[src/rtl/comp422_pkg.sv]
package comp422_pkg;

  // Slot position inside one Pb/Y/Pr/Y group; the order is behaviour.
  typedef enum logic [1:0] {
    SLOT_CB  = 2'd0,
    SLOT_YA  = 2'd1,
    SLOT_CR  = 2'd2,
    SLOT_YB  = 2'd3
  } slot_e;

endpackage

[src/rtl/comp422_slot_track.sv]
module comp422_slot_track
  import comp422_pkg::*;
#(
  parameter int DW = 10
) (
  input  logic          clk,
  input  logic          rst_n,
  input  logic          act_i,
  input  logic [DW-1:0] data_i,
  output logic          cap_act_o,
  output slot_e         cap_slot_o,
  output logic [DW-1:0] cap_data_o
);

  slot_e         nxt_q, nxt_d;
  slot_e         slot_q, slot_d;
  logic          act_q;
  logic [DW-1:0] data_q;
  logic          data_en;

  // Next-state: slot the following captured sample will occupy
  always_comb begin
    if (act_i) begin
      nxt_d  = slot_e'(nxt_q + 2'd1);
      slot_d = nxt_q;
    end else begin
      nxt_d  = SLOT_CB;
      slot_d = SLOT_CB;
    end
    data_en = act_i;
  end

  always_ff @(posedge clk or negedge rst_n) begin
    if (!rst_n) begin
      nxt_q  <= SLOT_CB;
      slot_q <= SLOT_CB;
      act_q  <= 1'b0;
      data_q <= '0;
    end else begin
      nxt_q  <= nxt_d;
      slot_q <= slot_d;
      act_q  <= act_i;
      if (data_en) begin
        data_q <= data_i;
      end
    end
  end

  assign cap_act_o  = act_q;
  assign cap_slot_o = slot_q;
  assign cap_data_o = data_q;

  AST_SLOT_PARKED: assert property (@(posedge clk) disable iff (!rst_n)
    !act_i |=> (nxt_q == SLOT_CB));

  AST_LOCK_ON_RISE: assert property (@(posedge clk) disable iff (!rst_n)
    $rose(act_q) |-> (slot_q == SLOT_CB));

  AST_SLOT_ADVANCE: assert property (@(posedge clk) disable iff (!rst_n)
    (act_q && $past(act_q)) |-> (slot_q == slot_e'($past(slot_q) + 2'd1)));

endmodule

[src/rtl/comp422_group_asm.sv]
module comp422_group_asm
  import comp422_pkg::*;
#(
  parameter int DW = 10
) (
  input  logic          clk,
  input  logic          rst_n,
  input  logic          cap_act_i,
  input  slot_e         cap_slot_i,
  input  logic [DW-1:0] cap_data_i,
  output logic          tri_vld_o,
  output logic [DW-1:0] tri_y_o,
  output logic [DW-1:0] tri_pb_o,
  output logic [DW-1:0] tri_pr_o
);

  logic [DW-1:0] cb_hold_q, ya_hold_q, cr_hold_q;
  logic          cb_en, ya_en, cr_en;
  logic          emit_a, emit_b, emit;
  logic [DW-1:0] y_d, pb_d, pr_d;
  logic          vld_q, second_q;
  logic [DW-1:0] y_q, pb_q, pr_q;

  always_comb begin
    cb_en  = cap_act_i && (cap_slot_i == SLOT_CB);
    ya_en  = cap_act_i && (cap_slot_i == SLOT_YA);
    cr_en  = cap_act_i && (cap_slot_i == SLOT_CR);
    emit_a = cr_en;
    emit_b = cap_act_i && (cap_slot_i == SLOT_YB);
    emit   = emit_a || emit_b;
    if (emit_a) begin
      y_d  = ya_hold_q;
      pb_d = cb_hold_q;
      pr_d = cap_data_i;
    end else begin
      y_d  = cap_data_i;
      pb_d = cb_hold_q;
      pr_d = cr_hold_q;
    end
  end

  always_ff @(posedge clk or negedge rst_n) begin
    if (!rst_n) begin
      cb_hold_q <= '0;
      ya_hold_q <= '0;
      cr_hold_q <= '0;
      vld_q     <= 1'b0;
      second_q  <= 1'b0;
      y_q       <= '0;
      pb_q      <= '0;
      pr_q      <= '0;
    end else begin
      if (cb_en) cb_hold_q <= cap_data_i;
      if (ya_en) ya_hold_q <= cap_data_i;
      if (cr_en) cr_hold_q <= cap_data_i;
      vld_q    <= emit;
      second_q <= emit_b;
      if (emit) begin
        y_q  <= y_d;
        pb_q <= pb_d;
        pr_q <= pr_d;
      end
    end
  end

  assign tri_vld_o = vld_q;
  assign tri_y_o   = y_q;
  assign tri_pb_o  = pb_q;
  assign tri_pr_o  = pr_q;

  AST_SECOND_FOLLOWS_FIRST: assert property (@(posedge clk) disable iff (!rst_n)
    (vld_q && second_q) |-> ($past(vld_q) && !$past(second_q)));

  AST_CHROMA_REUSED: assert property (@(posedge clk) disable iff (!rst_n)
    (vld_q && second_q) |-> (pb_q == $past(pb_q) && pr_q == $past(pr_q)));

endmodule

[src/rtl/comp422_delay_line.sv]
module comp422_delay_line #(
  parameter int DW    = 10,
  parameter int DEPTH = 6
) (
  input  logic          clk,
  input  logic          rst_n,
  input  logic          vld_i,
  input  logic [DW-1:0] y_i,
  input  logic [DW-1:0] pb_i,
  input  logic [DW-1:0] pr_i,
  output logic          vld_o,
  output logic [DW-1:0] y_o,
  output logic [DW-1:0] pb_o,
  output logic [DW-1:0] pr_o
);

  localparam int TW = 3 * DW;

  logic [TW-1:0] trip_in;
  logic [TW-1:0] trip_q [DEPTH];
  logic          vld_q  [DEPTH];

  assign trip_in = {y_i, pb_i, pr_i};

  // Each stage loads only when the item moving into it is valid, so the
  // last delivered triplet stays parked at the output between deliveries.
  always_ff @(posedge clk or negedge rst_n) begin
    if (!rst_n) begin
      for (int i = 0; i < DEPTH; i++) begin
        trip_q[i] <= '0;
        vld_q[i]  <= 1'b0;
      end
    end else begin
      vld_q[0] <= vld_i;
      if (vld_i) trip_q[0] <= trip_in;
      for (int i = 1; i < DEPTH; i++) begin
        vld_q[i] <= vld_q[i-1];
        if (vld_q[i-1]) trip_q[i] <= trip_q[i-1];
      end
    end
  end

  assign vld_o = vld_q[DEPTH-1];
  assign y_o   = trip_q[DEPTH-1][TW-1 -: DW];
  assign pb_o  = trip_q[DEPTH-1][2*DW-1 -: DW];
  assign pr_o  = trip_q[DEPTH-1][DW-1:0];

  AST_OUT_HELD: assert property (@(posedge clk) disable iff (!rst_n)
    !vld_q[DEPTH-1] |-> $stable(trip_q[DEPTH-1]));

endmodule

[src/rtl/comp422_demux.sv]
module comp422_demux
  import comp422_pkg::*;
#(
  parameter int DW      = 10,
  parameter int LATENCY = 9
) (
  input  logic          clk,
  input  logic          rst_n,
  input  logic          vid_act,
  input  logic [DW-1:0] vid_din,
  output logic [DW-1:0] y_out,
  output logic [DW-1:0] pb_out,
  output logic [DW-1:0] pr_out,
  output logic          trip_vld
);

  // Capture register + two more slots + assembly register come before the chain
  localparam int PRE_STAGES = 3;
  localparam int DEPTH      = LATENCY - PRE_STAGES;
  localparam int CW         = $clog2(LATENCY + 1);

  logic          cap_act;
  slot_e         cap_slot;
  logic [DW-1:0] cap_data;
  logic          asm_vld;
  logic [DW-1:0] asm_y, asm_pb, asm_pr;

  comp422_slot_track #(.DW(DW)) u_track (
    .clk        (clk),
    .rst_n      (rst_n),
    .act_i      (vid_act),
    .data_i     (vid_din),
    .cap_act_o  (cap_act),
    .cap_slot_o (cap_slot),
    .cap_data_o (cap_data)
  );

  comp422_group_asm #(.DW(DW)) u_asm (
    .clk        (clk),
    .rst_n      (rst_n),
    .cap_act_i  (cap_act),
    .cap_slot_i (cap_slot),
    .cap_data_i (cap_data),
    .tri_vld_o  (asm_vld),
    .tri_y_o    (asm_y),
    .tri_pb_o   (asm_pb),
    .tri_pr_o   (asm_pr)
  );

  comp422_delay_line #(.DW(DW), .DEPTH(DEPTH)) u_delay (
    .clk   (clk),
    .rst_n (rst_n),
    .vld_i (asm_vld),
    .y_i   (asm_y),
    .pb_i  (asm_pb),
    .pr_i  (asm_pr),
    .vld_o (trip_vld),
    .y_o   (y_out),
    .pb_o  (pb_out),
    .pr_o  (pr_out)
  );

  // Checker state: consecutive edges with the active control low
  logic [CW-1:0] idle_q, idle_d;

  always_comb begin
    if (vid_act)                          idle_d = '0;
    else if (idle_q == CW'(LATENCY))      idle_d = idle_q;
    else                                  idle_d = idle_q + 1'b1;
  end

  always_ff @(posedge clk or negedge rst_n) begin
    if (!rst_n) idle_q <= '0;
    else        idle_q <= idle_d;
  end

  AST_DRAINED_WHEN_IDLE: assert property (@(posedge clk) disable iff (!rst_n)
    (idle_q == CW'(LATENCY)) |-> !trip_vld);

  AST_NO_THIRD_BEAT: assert property (@(posedge clk) disable iff (!rst_n)
    (trip_vld && $past(trip_vld)) |=> !trip_vld);

endmodule

[config.mk]
export PLATFORM = sky130hd
export DESIGN_NAME = comp422_demux
export DESIGN_NICKNAME = d
export VERILOG_FILES = /design/src/rtl/comp422_pkg.sv /design/src/rtl/comp422_slot_track.sv /design/src/rtl/comp422_group_asm.sv /design/src/rtl/comp422_delay_line.sv /design/src/rtl/comp422_demux.sv
export SDC_FILE = /design/constraint.sdc
export NUM_CORES = 1
export LEC_CHECK = 0
export ABC_AREA = 1
export ABC_CLOCK_PERIOD_IN_PS = 1400
export BUFFER_PORTS_ARGS = -buffer_cell sky130_fd_sc_hd__buf_4
export CORE_MARGIN = 2
export CORE_UTILIZATION = 57
export CTS_CLUSTER_DIAMETER = 120
export CTS_CLUSTER_SIZE = 12
export DETAILED_ROUTE_END_ITERATION = 8
export GPL_TIMING_DRIVEN = 0
export PLACE_DENSITY_LB_ADDON = 0.12
export SLEW_MARGIN = 20
export SYNTH_ARGS = -nofsm -noshare
export SYNTH_HDL_FRONTEND = slang
export SYNTH_HIERARCHICAL = 1
export SYNTH_SLANG_ARGS = --single-unit
[constraint.sdc]
create_clock -name clk -period 1.4 [get_ports clk]
set_input_delay 0 -clock clk [delete_from_list [all_inputs] [get_ports clk]]
set_output_delay 0 -clock clk [all_outputs]
set_load 0.1 [all_outputs]
# --- Word-level counts from Yosys, hierarchy flattened ---
# Cells that the tools add are included.
totals:
  ff_bits: 262
  inputBits: 13
  out_inout_bits: 31
  word_cells: 37
classes:
  addsub: 1
  n_eq_ne: 3
  n_mux: 4
  reduce_logical: 6
op_table:
  columns: ["operator", "n"]
  rows:
  - ["$mux 10", 2]
  - ["$eq 2x2->1 const B", 2]
  - ["$logic_and 1x1->1", 4]
  - ["$mux 2", 2]
  - ["$add 2x1->2 const B", 1]
  - ["$eq 2x1->1 const B", 1]
  - ["$logic_not 2->1", 1]
  - ["$logic_or 1x1->1", 1]

# --- Depth between registers and ports, before layout ---
# Gate-level depths: netlist (run 1).
logic_depth:
  word_depth: 3
  mapped_depth: 5
  depth_no_buf: 5

# --- Cells and area by module ---
# The synthesis (run 1) kept the hierarchy.
by_module_without_submodules:
  columns: ["module", "n_inst", "cells_each", "area_per_inst_um2", "seq_area_each_um2"]
  rows:
  - ["comp422_delay_line", 1, 798, 7109.3, 4654.5]
  - ["comp422_group_asm", 1, 271, 2432.3, 1526.5]
  - ["comp422_slot_track", 1, 56, 544.3, 375.4]

# --- Worst setup path after synthesis (run 1) ---
# Ideal clock, no wire load.
synth_timing:
  kind: "reg2reg"
  start: "reg u_track.act_q (netlist: u_track/cap_act_o)"
  end: "reg u_asm.y_q[1] (netlist: u_asm/tri_y_o[1])"
  setup_ns: 0.076
  arrival_time_ns: 0.938
  required_ns: 1.324
  setup_slack_ns: 0.385
  path_stages_with_launch: 5
  n_path_buf: 1
  period_less_slack_ns: 1.015
  path_cell_list: "dfrtp_1 -> nand2_2 -> clkbuf_1 -> nand2_1 -> o21ai_1"
synth_between:
  elab_chain_cells: 2
  elab_cells_between_ends: 4
  cone_classes: "mux (1); reduce/logical (3)"
synth_rtl:
  columns: ["item", "line_no", "text"]
  rows:
  - ["start: declaration", "comp422_slot_track.sv:17", "logic act_q;"]
  - ["start signal: assignment", "comp422_slot_track.sv:42", "act_q <= act_i;"]
  - ["$logic_and 1x1->1, on equally long branches", "comp422_group_asm.sv:27, comp422_group_asm.sv:29", null]
  - ["$mux 10 / $logic_or 1x1->1 (equally long branches)", "comp422_group_asm.sv:31, comp422_group_asm.sv:30", null]
  - ["end signal: assignment", "comp422_group_asm.sv:59", "y_q <= y_d;"]
  - ["end: declaration", "comp422_group_asm.sv:22", "logic [DW-1:0] y_q, pb_q, pr_q;"]
# Parallel ways exist; a longest one is shown, timed or not.
# A chain may end at the register's enable or synchronous reset.

# --- Final worst setup path (run 1) ---
layout_timing:
  start: "reg u_delay.trip_q (netlist bit u_delay/y_o[5])"
  end: "out y_out[5]"
layout_rtl:
  columns: ["item", "line_no", "text"]
  rows:
  - ["start: declaration", "comp422_delay_line.sv:20", "logic [TW-1:0] trip_q [DEPTH];"]
  - ["start signal: indexed assignment", "comp422_delay_line.sv:38", "if (vld_q[i-1]) trip_q[i] <= trip_q[i-1];"]
  - ["end: declaration", "comp422_demux.sv:11", "output logic [DW-1:0] y_out,"]
# No word-level cell between the ends.

==> metrics, run 1 <==
share of the synthesized area in the top cell type between 60% and 70%; sequential element share of the synthesized area 65.0%; largest family of logic cells by synthesized area simple AND/OR/NAND/NOR gates; setup TNS 0 ps; CTS tree built; Die H between 100 and 150 um; Crit path max-delay family flip-flops; row count 48; most common cell in the netlist nand2_1; total power around 18 mW; CP Cell Sequence buf_4, buf_4; n_diodes 0; Yosys cell types 19; Synth Register Bits 262; Worst Max-Slew Pin Slew roughly 440 ps; worst r2r src u_track/cap_act_o; core footprint about 17000 um2; Syn Area/Cell about 9.0 um2; Worst Hold Margin 11.4 ps; wire length per cell about 11 um; LEAKAGE roughly 6.6 nW; status finished, final reports clean; total congestion overflow 0; Max VDD drop between 0.001 and 0.0015 V; root buf cell clkbuf_16; YS warnings 6; overall global routing resource usage between 10% and 20%; insertion delay to the later sink of the worst-skew pair 510 ps; DRC 0; complex-gate fraction of the synthesized area around 2%; fin nets between 1000 and 1500; ys flop type dfrtp_1; Max Fclk around 0.8 GHz; DR pass1 iterations 4; total number of vias roughly 6600; Non-Filler Cell Area, Final about 12000 um2; Post-Synth Adder-Cell Area 0%; Syn Nets 1138; boundary pin count 44; area leader, netlist dfrtp_1; Max stage delay on crit path about 380 ps; synth top area cells dfrtp_1 65%, nand2_1 25%, buf_4 2.4%; CTS max path bufs 3; Reg clk slew, reported paths around 60 ps; largest net degree at the start of global routing 98; initial core utilization between 50% and 60%; first-pass GRT wire length 28200 um; area share of and/or/nand/nor cells after synthesis between 20% and 30%; worst rel slew slack 70.8%; die area approximately 19000 um2; Critical R2R Capture u_asm/tri_pr_o[0]; final worst path period share between 80% and 90%; post-placement cell area ~11000 um2; Die X roughly 140 um; flop2flop setup slack ~190 ps; Hold/Removal Path Class in2async; H-Tree Depth 1; DP HPWL between 10000 and 15000 um; number of flops mapped to enable cells by yosys 0; vias per cell 4.62; Worst setup SP type register; final antenna-violating net count 0; Crit path arrival time between 1000 and 1500 ps; CP Class reg2out; skew final around 13 ps; max-cap violation count 0; Synth Cell Area ~10000 um2; share of cells above drive strength 1 13.2%; Worst setup EP type output pin; slowest CP cell dfrtp_1; final setup violating endpoints 0; Hold Violations, Final 0; Reg2Reg Depth 4; RSZ-0062 raised after global routing no; Num CTS Buffers 25; port bufs 43; DRT iter0 DRCs about 260; initial antenna violation count 0; overall routed net length 16500 um; Worst Path Buf+Inv 2; critical path fanouts, max 2; CTS Sinks about 260; cells after synthesis about 1100; Tmin final between 1000 and 1500 ps; Cell Pwr Density 1560 nW/um2; placer congestion estimate ~0.75; Slew Viols, Final 0; # Post-CTS Setup Buffers 0; number of global-route vias before repair roughly 6300; proportion of synthesized area in mux cells 0%; share of synthesized registers carrying an async set or reset 100%; synth-to-layout area growth 14.4%; xor/xnor share of the synthesized area 0%; CP dominant cell by count buf_4; synth cell count leaders 673 x nand2_1, 262 x dfrtp_1, 42 x buf_2, 32 x buf_4, 24 x inv_1; WP data required 1400 ps
-- sequential cells by signal, summed over array words and instances (netlist names) --
name / count
u_asm/cb_hold_q: 10
u_asm/cr_hold_q: 10
u_asm/tri_pb_o: 10
u_asm/tri_pr_o: 10
u_asm/tri_vld_o: 1
u_asm/tri_y_o: 10
u_asm/ya_hold_q: 10
u_delay/pb_o: 10
u_delay/pr_o: 10
u_delay/trip_q: 150
u_delay/vld_o: 1
u_delay/vld_q: 5
u_delay/y_o: 10
u_track/cap_act_o: 1
u_track/cap_data_o: 10
u_track/cap_slot_o: 2
u_track/nxt_q: 2
-- layout by cell type, fill, tap and decap left out, drive strengths merged --
cell type / instances
a21oi: 1
nand2: 674
dlygate4sd3: 12
and2: 10
inv: 33
o21ai: 40
buf: 122
nor2: 12
dfrtp: 262
nand3: 13
clkbuf: 30
-- how the worst max path moves through the flow --
stage	end	startpoint	slack [ps]	depth (start not counted)
after floorplan	u_asm/tri_y_o[1]	u_track/cap_act_o	390	4
after global placement	u_asm/cr_hold_q[2]	rst_n	-1650	1
after detailed placement	u_asm/cr_hold_q[2]	rst_n	70	3
after CTS	u_asm/tri_pr_o[2]	rst_n	10	4
after global routing	u_asm/tri_pr_o[5]	u_track/cap_act_o	40	4
final	y_out[5]	u_delay/y_o[5]	160	2
-- per-stage QoR --
stage | worst slack [ps] | utilization, % | std cells
floorplan | 385 | - | 1125
global placement | -1650 | 61.8 | 1393
detailed placement | 73.1 | 62.2 | 1395
CTS | 13.2 | 66.6 | 1433
global route | 39.9 | 66.7 | 1434
finish | 159 | 66.7 | 1434
-- cell families (layout without fill, tap and decap cells) --
group	Yosys count	in the layout
AOI/OAI and AO/OA	41	41
and+or+nand+nor	709	709
DFF	262	262
buffers and inverters	113	197
-- metal layers --
metal / up-vias / GRT usage [%] / part of all wire [%]
li1: 3536 / - / -
met1: 2979 / 23.1 / 45
met2: 88 / 33.1 / 50
met3: 20 / 2.78 / 3.3
met4: 0 / 6.07 / 2.1
met5: - / 0 / 0
-- power breakdown --
part	internal (mW)	switching (mW)
Combinational	0.919	1.45
Sequential	9.20	0.820
Clock	3.18	2.46
Total	13.3	4.72
-- area by class of cell --
cell class              instances  area, um2
well taps                     225        282
repair buffers                 58        536
flip-flops and latches        262       6560
clock buffers                  26        639
inverters                      33        124
fillers                      1453       5750
multi-input cells             750       2930
plain buffers                  80        480
-- what timing repair did --
action	CTS	global route
resized for setup	0	1
setup endpoints to repair	0	97
hold endpoints to repair	131	0
hold buffers	12	0
Note: power is estimated with default switching activity, not from simulation.
==> run 2, diff against run 1 <==
Settings changed: ABC_CLOCK_PERIOD_IN_PS 1400 to 1500.
Clock period 1.4 ns to 1.5 ns, I/O delays scaled along.
==> run 2 against run 1 <==
Effect of this change: sequential cell count stayed put; core utilization decreased by 0.14 points; register-to-register slack improved by 80 ps; first-iteration DRC count is 2.3% higher; setup slack improved by 100 ps; critical path depth is the same; wire length is 1.6% lower; via count fell by 0.35%; die area did not move; combinational power down 8%; clock skew about the same.
==> metrics, run 2 (synthesis gave the netlist of run 1 again) <==
status finished, final reports clean; DR pass1 iterations 4 (unchanged); Cell Pwr Density 1460 nW/um2 (-6.6%); number of global-route vias before repair 6344 (unchanged); fin nets 1222 (-0.082%); insertion delay to the later sink of the worst-skew pair 510 ps (about the same); final worst path period share between 80% and 90%; CTS tree built; Tmin final about 1200 ps; wire length per cell 11.3 um (-1.6%); CTS Sinks 262 (unchanged); total number of vias 6600 (-0.35%); Worst setup SP type register; initial core utilization 58.3% (unchanged); Worst Hold Margin 11.7 ps (+0.266 ps); total power 16.8 mW (-6.8%); Worst Path Buf+Inv 2 (unchanged); DRT iter0 DRCs 270 (+2.3%); CTS max path bufs 3 (unchanged); Worst Max-Slew Pin Slew 464 ps (+26.3 ps); synth-to-layout area growth 14.2%; largest net degree at the start of global routing 98 (unchanged); die area 18800 um2 (unchanged); overall routed net length 16200 um (-1.6%); Slew Viols, Final 0 (unchanged); placer congestion estimate 0.753 (unchanged); boundary pin count 44 (unchanged); DP HPWL 11000 um (unchanged); most frequent cells in the layout 673 x nand2_1, 262 x dfrtp_1, 74 x buf_4; Worst setup EP type output pin; final setup violating endpoints 0 (unchanged); slowest CP cell dfrtp_1; # Post-CTS Setup Buffers 0 (unchanged); Num CTS Buffers 25 (unchanged); vias per cell 4.61 (-0.28%); initial antenna violation count 0 (unchanged); Max stage delay on crit path 380 ps (about the same); CP Class reg2out; Max VDD drop 0.00101 V (-6.8%); share of cells above drive strength 1 13.2% (-0.072 points); critical path fanouts, max 2 (unchanged); first-pass GRT wire length 28200 um (unchanged); LEAKAGE 6.55 nW (-0.19%); skew final 12.9 ps (-0.395 ps); overall global routing resource usage 18.5% (unchanged); n_diodes 0 (unchanged); CP Cell Sequence buf_4, buf_4; Die H 137 um (unchanged); Reg clk slew, reported paths 60 ps (about the same); worst rel slew slack 69.1% (-1.8 points); Die X 137 um (unchanged); Max Fclk slightly above 0.8 GHz; row count 48 (unchanged); H-Tree Depth 1 (unchanged); root buf cell clkbuf_16; CP dominant cell by count buf_4; total congestion overflow 0 (unchanged); most common cell after layout, fill and taps aside nand2_1; Crit path max-delay family flip-flops; Hold Violations, Final 0 (unchanged); final antenna-violating net count 0 (unchanged); WP data required 1500 ps (+100 ps); max reg flops 150 (unchanged); port bufs 43 (unchanged); Crit path arrival time 1240 ps (about the same); RSZ-0062 raised after global routing no; DRC 0 (unchanged); max-cap violation count 0 (unchanged); core footprint 17300 um2 (unchanged); register with the most flip-flops u_delay/trip_q; Hold/Removal Path Class in2async
==> run 2: changes by cell type in the layout (fill, tap and decap cells not counted) <==
cell	previous run	this run
clkbuf_16	26	25
==> run 2: routing by layer <==
metal / GRT usage [%] / up-vias / routed length [um]
met5: 0 / - / 0
met4: 6.07 / 0 / 359
met3: 2.78 / 20 / 563
met2: 33.1 / 87 / 8110
met1: 23.1 / 2957 / 7180
li1: - / 3536 / -
==> run 2: path summary, 6_finish.rpt <==
| kind | endpoint | from | depth (start not counted) | slack [ps] |
|---|---|---|---|---|
| hold reg to reg | u_delay/vld_q[5] | u_asm/tri_vld_o | 0 | 450 |
| setup / recovery | y_out[5] | u_delay/y_o[5] | 2 | 260 |
| min in group clk | u_track/cap_act_o | vid_act | 2 | 180 |
| max in group asynchronous | u_asm/tri_pr_o[2] | rst_n | 4 | 310 |
| setup reg to reg | u_asm/tri_pr_o[5] | u_track/cap_act_o | 4 | 270 |
| hold / removal | u_delay/y_o[6] | rst_n | 2 | 10 |
==> run 2: stage by stage <==
step / cell area [um2] / std cells / util (%) / worst slack, ps / setup TNS (ps)
3_5_place_dp: 10800 / 1395 / 62.2 / 173 / 0
3_3_place_gp: 10700 / 1393 / 61.8 / -1550 / -399790
4_1_cts: 11500 / 1433 / 66.6 / 113 / 0
6_report: 11500 / 1433 / 66.6 / 259 / 0
2_1_floorplan: 10100 / 1125 / - / 485 / 0
5_1_grt: 11500 / 1433 / 66.6 / 65.0 / 0
==> run 2: what timing repair did <==
action / in CTS / in global routing
gates resized for setup: 0 / 1
hold endpoints to repair: 131 / 0
setup endpoints to repair: 0 / 97
hold buffers: 12 / 0
==> run 2: final cells by class <==
type | count | area (um2)
plain buffers | 80 | 480
clock buffers | 26 | 639
fillers | 1456 | 5780
inverters | 33 | 124
multi-input cells | 750 | 2930
flip-flops and latches | 262 | 6560
well taps | 225 | 282
repair buffers | 57 | 510
==> run 2: report_power, final <==
group	switching (mW)	leakage, nW	internal [mW]	total (mW)
sequential	0.763	3.49	8.59	9.35
clock	2.29	0.315	2.97	5.26
combinational	1.34	2.75	0.851	2.19
total	4.39	6.55	12.4	16.8
==> run 3, diff against run 2 <==
Settings changed: ABC_CLOCK_PERIOD_IN_PS 1500 to 1200.
Clock period 1.5 ns to 1.2 ns, I/O delays scaled along.
==> run 3 against run 2 <==
Effect of this change: the flow now finishes with violations (negative hold slack); critical path depth did not move; clock-buffer cell count did not move; hold slack got worse by 550 ps; non-clock buffer count fell by 19; total power rose by 25%; clock power rose by 25%; core utilization rose by 1.5 points; sequential share of layout area fell by 1.3 points; wire length rose by 1.7%; highest routed layer unchanged.
==> metrics, run 3 (synthesis gave the netlist of run 1 again) <==
status finished, violations left; violated checks negative hold slack; Hold/Removal Path Class in2async; Slew Viols, Final 0 (unchanged); Max VDD drop 0.00127 V (+25%); Post-Place Cells 1395 (unchanged); Reg clk slew, reported paths 60 ps (about the same); initial core utilization 58.3% (unchanged); Tmin final roughly 1200 ps; first-pass GRT wire length 28900 um (+2.4%); Setup Slack @ Placement -127 ps (-300 ps); insertion delay to the later sink of the worst-skew pair 510 ps (about the same); CTS Sinks 262 (unchanged); Worst setup EP type output pin; part of the power in registers 55.5% (-0.2 points); die area 18800 um2 (unchanged); combinational power share 13.3% (+0.2 points); H-Tree Depth 1 (unchanged); DRC 0 (unchanged); WP data required 1200 ps (-300 ps); share of cells above drive strength 1 12.6% (-0.56 points); Max Fclk 0.847 GHz; Internal Pwr Total 15.6 mW (+26%); overall global routing resource usage 19.0% (+0.50 points); DR pass1 iterations 4 (unchanged); clock power share 31.1% (-0.2 points); initial antenna violation count 0 (unchanged); final worst path period share between 90% and 100%; register with the most flip-flops u_delay/trip_q; n_diodes 0 (unchanged); Hold Violations, Final 165 (+165); Worst setup SP type register; Worst Max-Slew Pin Slew 602 ps (+139 ps); worst rel slew slack 59.8% (-9.3 points); wire length per cell 11.6 um (+3.0%); max-cap violation count 0 (unchanged); placer congestion estimate 0.753 (unchanged); Die H 137 um (unchanged); Cell Pwr Density 1790 nW/um2 (+23%); row count 48 (unchanged); Net Sw Frac 26.1% (-0.039 points); number of global-route vias before repair 6507 (+2.6%); CP Class reg2out; CTS max path bufs 3 (unchanged); critical path fanouts, max 2 (unchanged); LEAKAGE 6.55 nW (about the same); final worst-path setup slack 19.8 ps (-239 ps); most common cell after layout, fill and taps aside nand2_1; CTS tree built; Sw Pwr 5.51 mW (+25%); Num CTS Buffers 25 (unchanged); final antenna-violating net count 0 (unchanged); DP HPWL 11000 um (unchanged); Worst Hold Margin -540 ps (-552 ps); setup TNS 0 ps (unchanged); Finished Layout Cells 1415 (-1.3%); core footprint 17300 um2 (unchanged); total congestion overflow 0 (unchanged); fin nets 1204 (-1.5%); vias per cell 4.67 (+1.3%); port bufs 43 (unchanged); Crit path arrival time 1180 ps (-60 ps); overall routed net length 16500 um (+1.7%); root buf cell clkbuf_16; final setup violating endpoints 0 (unchanged); boundary pin count 44 (unchanged); most frequent cells in the layout 673 x nand2_1, 259 x dfrtp_1, 41 x buf_2; synth-to-layout area growth 16.8%; largest net degree at the start of global routing 98 (unchanged); Post-CTS Hold Buffers 11 (-1); DRT iter0 DRCs 290 (+7.4%); filler instances 1392 (-4.4%); max reg flops 150 (unchanged); skew final 13.7 ps (+0.740 ps); total number of vias 6604 (+0.061%); Die X 137 um (unchanged)
-- run 3: cell types whose count changed in the layout (fill, tap and decap cells not counted), sizes merged --
cell         before  now
nor2             12   13
dlygate4sd3      12   11
buf             122  102
clkbuf           29   31
-- run 3: final timing paths --
path	start	slack (ps)	to	cells past startpoint
hold reg to reg	u_delay/vld_q[2]	450	u_delay/vld_q[1]	0
max in group asynchronous	rst_n	500	u_delay/trip_q[154]	3
hold / removal	rst_n	-540	u_delay/y_o[6]	1
setup / recovery	u_delay/pb_o[2]	20	pb_out[2]	2
min in group clk	vid_act	180	u_track/cap_act_o	2
setup reg to reg	u_track/cap_act_o	50	u_asm/tri_pr_o[8]	5
-- run 3: power groups by stage --
stage	Combinational [mW]	Sequential, mW	Clock (mW)
2_1_floorplan	2.08	11.6	0
3_5_place_dp	2.74	11.8	0
5_1_grt	3.34	11.9	7.14
6_report	2.81	11.7	6.56
3_3_place_gp	2.61	11.8	0
4_1_cts	2.88	11.7	6.79
-- run 3: stage by stage --
stage	hold slack, ps	utilization, %	area [um2]	power [mW]
after floorplan	-296	-	10100	13.7
after global placement	158	61.8	10700	14.4
after detailed placement	20.7	62.2	10800	14.6
after CTS	-521	68.3	11800	21.4
after global routing	-487	68.1	11800	22.4
final	-540	68.1	11800	21.1
-- run 3: timing repair --
item,4_1_cts,5_1_grt
cloned,0,1
gates resized for setup,77,31
setup buffers,2,9
pin swaps,0,1
endpoints found under the hold margin,131,82
setup endpoints to repair,36,77
-- run 3: cell type report --
| class | instances | area [um2] | share of cell area, % |
|---|---|---|---|
| Sequential cell | 262 | 6560 | 55.7 |
| Multi-Input combinational cell | 751 | 2950 | 25.0 |
| Tap cell | 225 | 282 | 2.39 |
| Timing Repair Buffer | 67 | 953 | 8.09 |
| Buffer | 51 | 278 | 2.36 |
| Clock buffer | 26 | 639 | 5.43 |
| Inverter | 33 | 124 | 1.05 |
-- run 3: routing by layer --
layer / vias up / track usage [%] / routed length (um)
met5: - / 0 / 0
met4: 0 / 6.07 / 387
met3: 22 / 2.78 / 536
met2: 90 / 34.6 / 8350
met1: 2994 / 23.4 / 7210
li1: 3498 / - / -
-- run 3: worst max-delay path, stage by stage, from the launching register on --
cell,delay [ps]
dfrtp_1,400
buf_6,130
buf_12,150
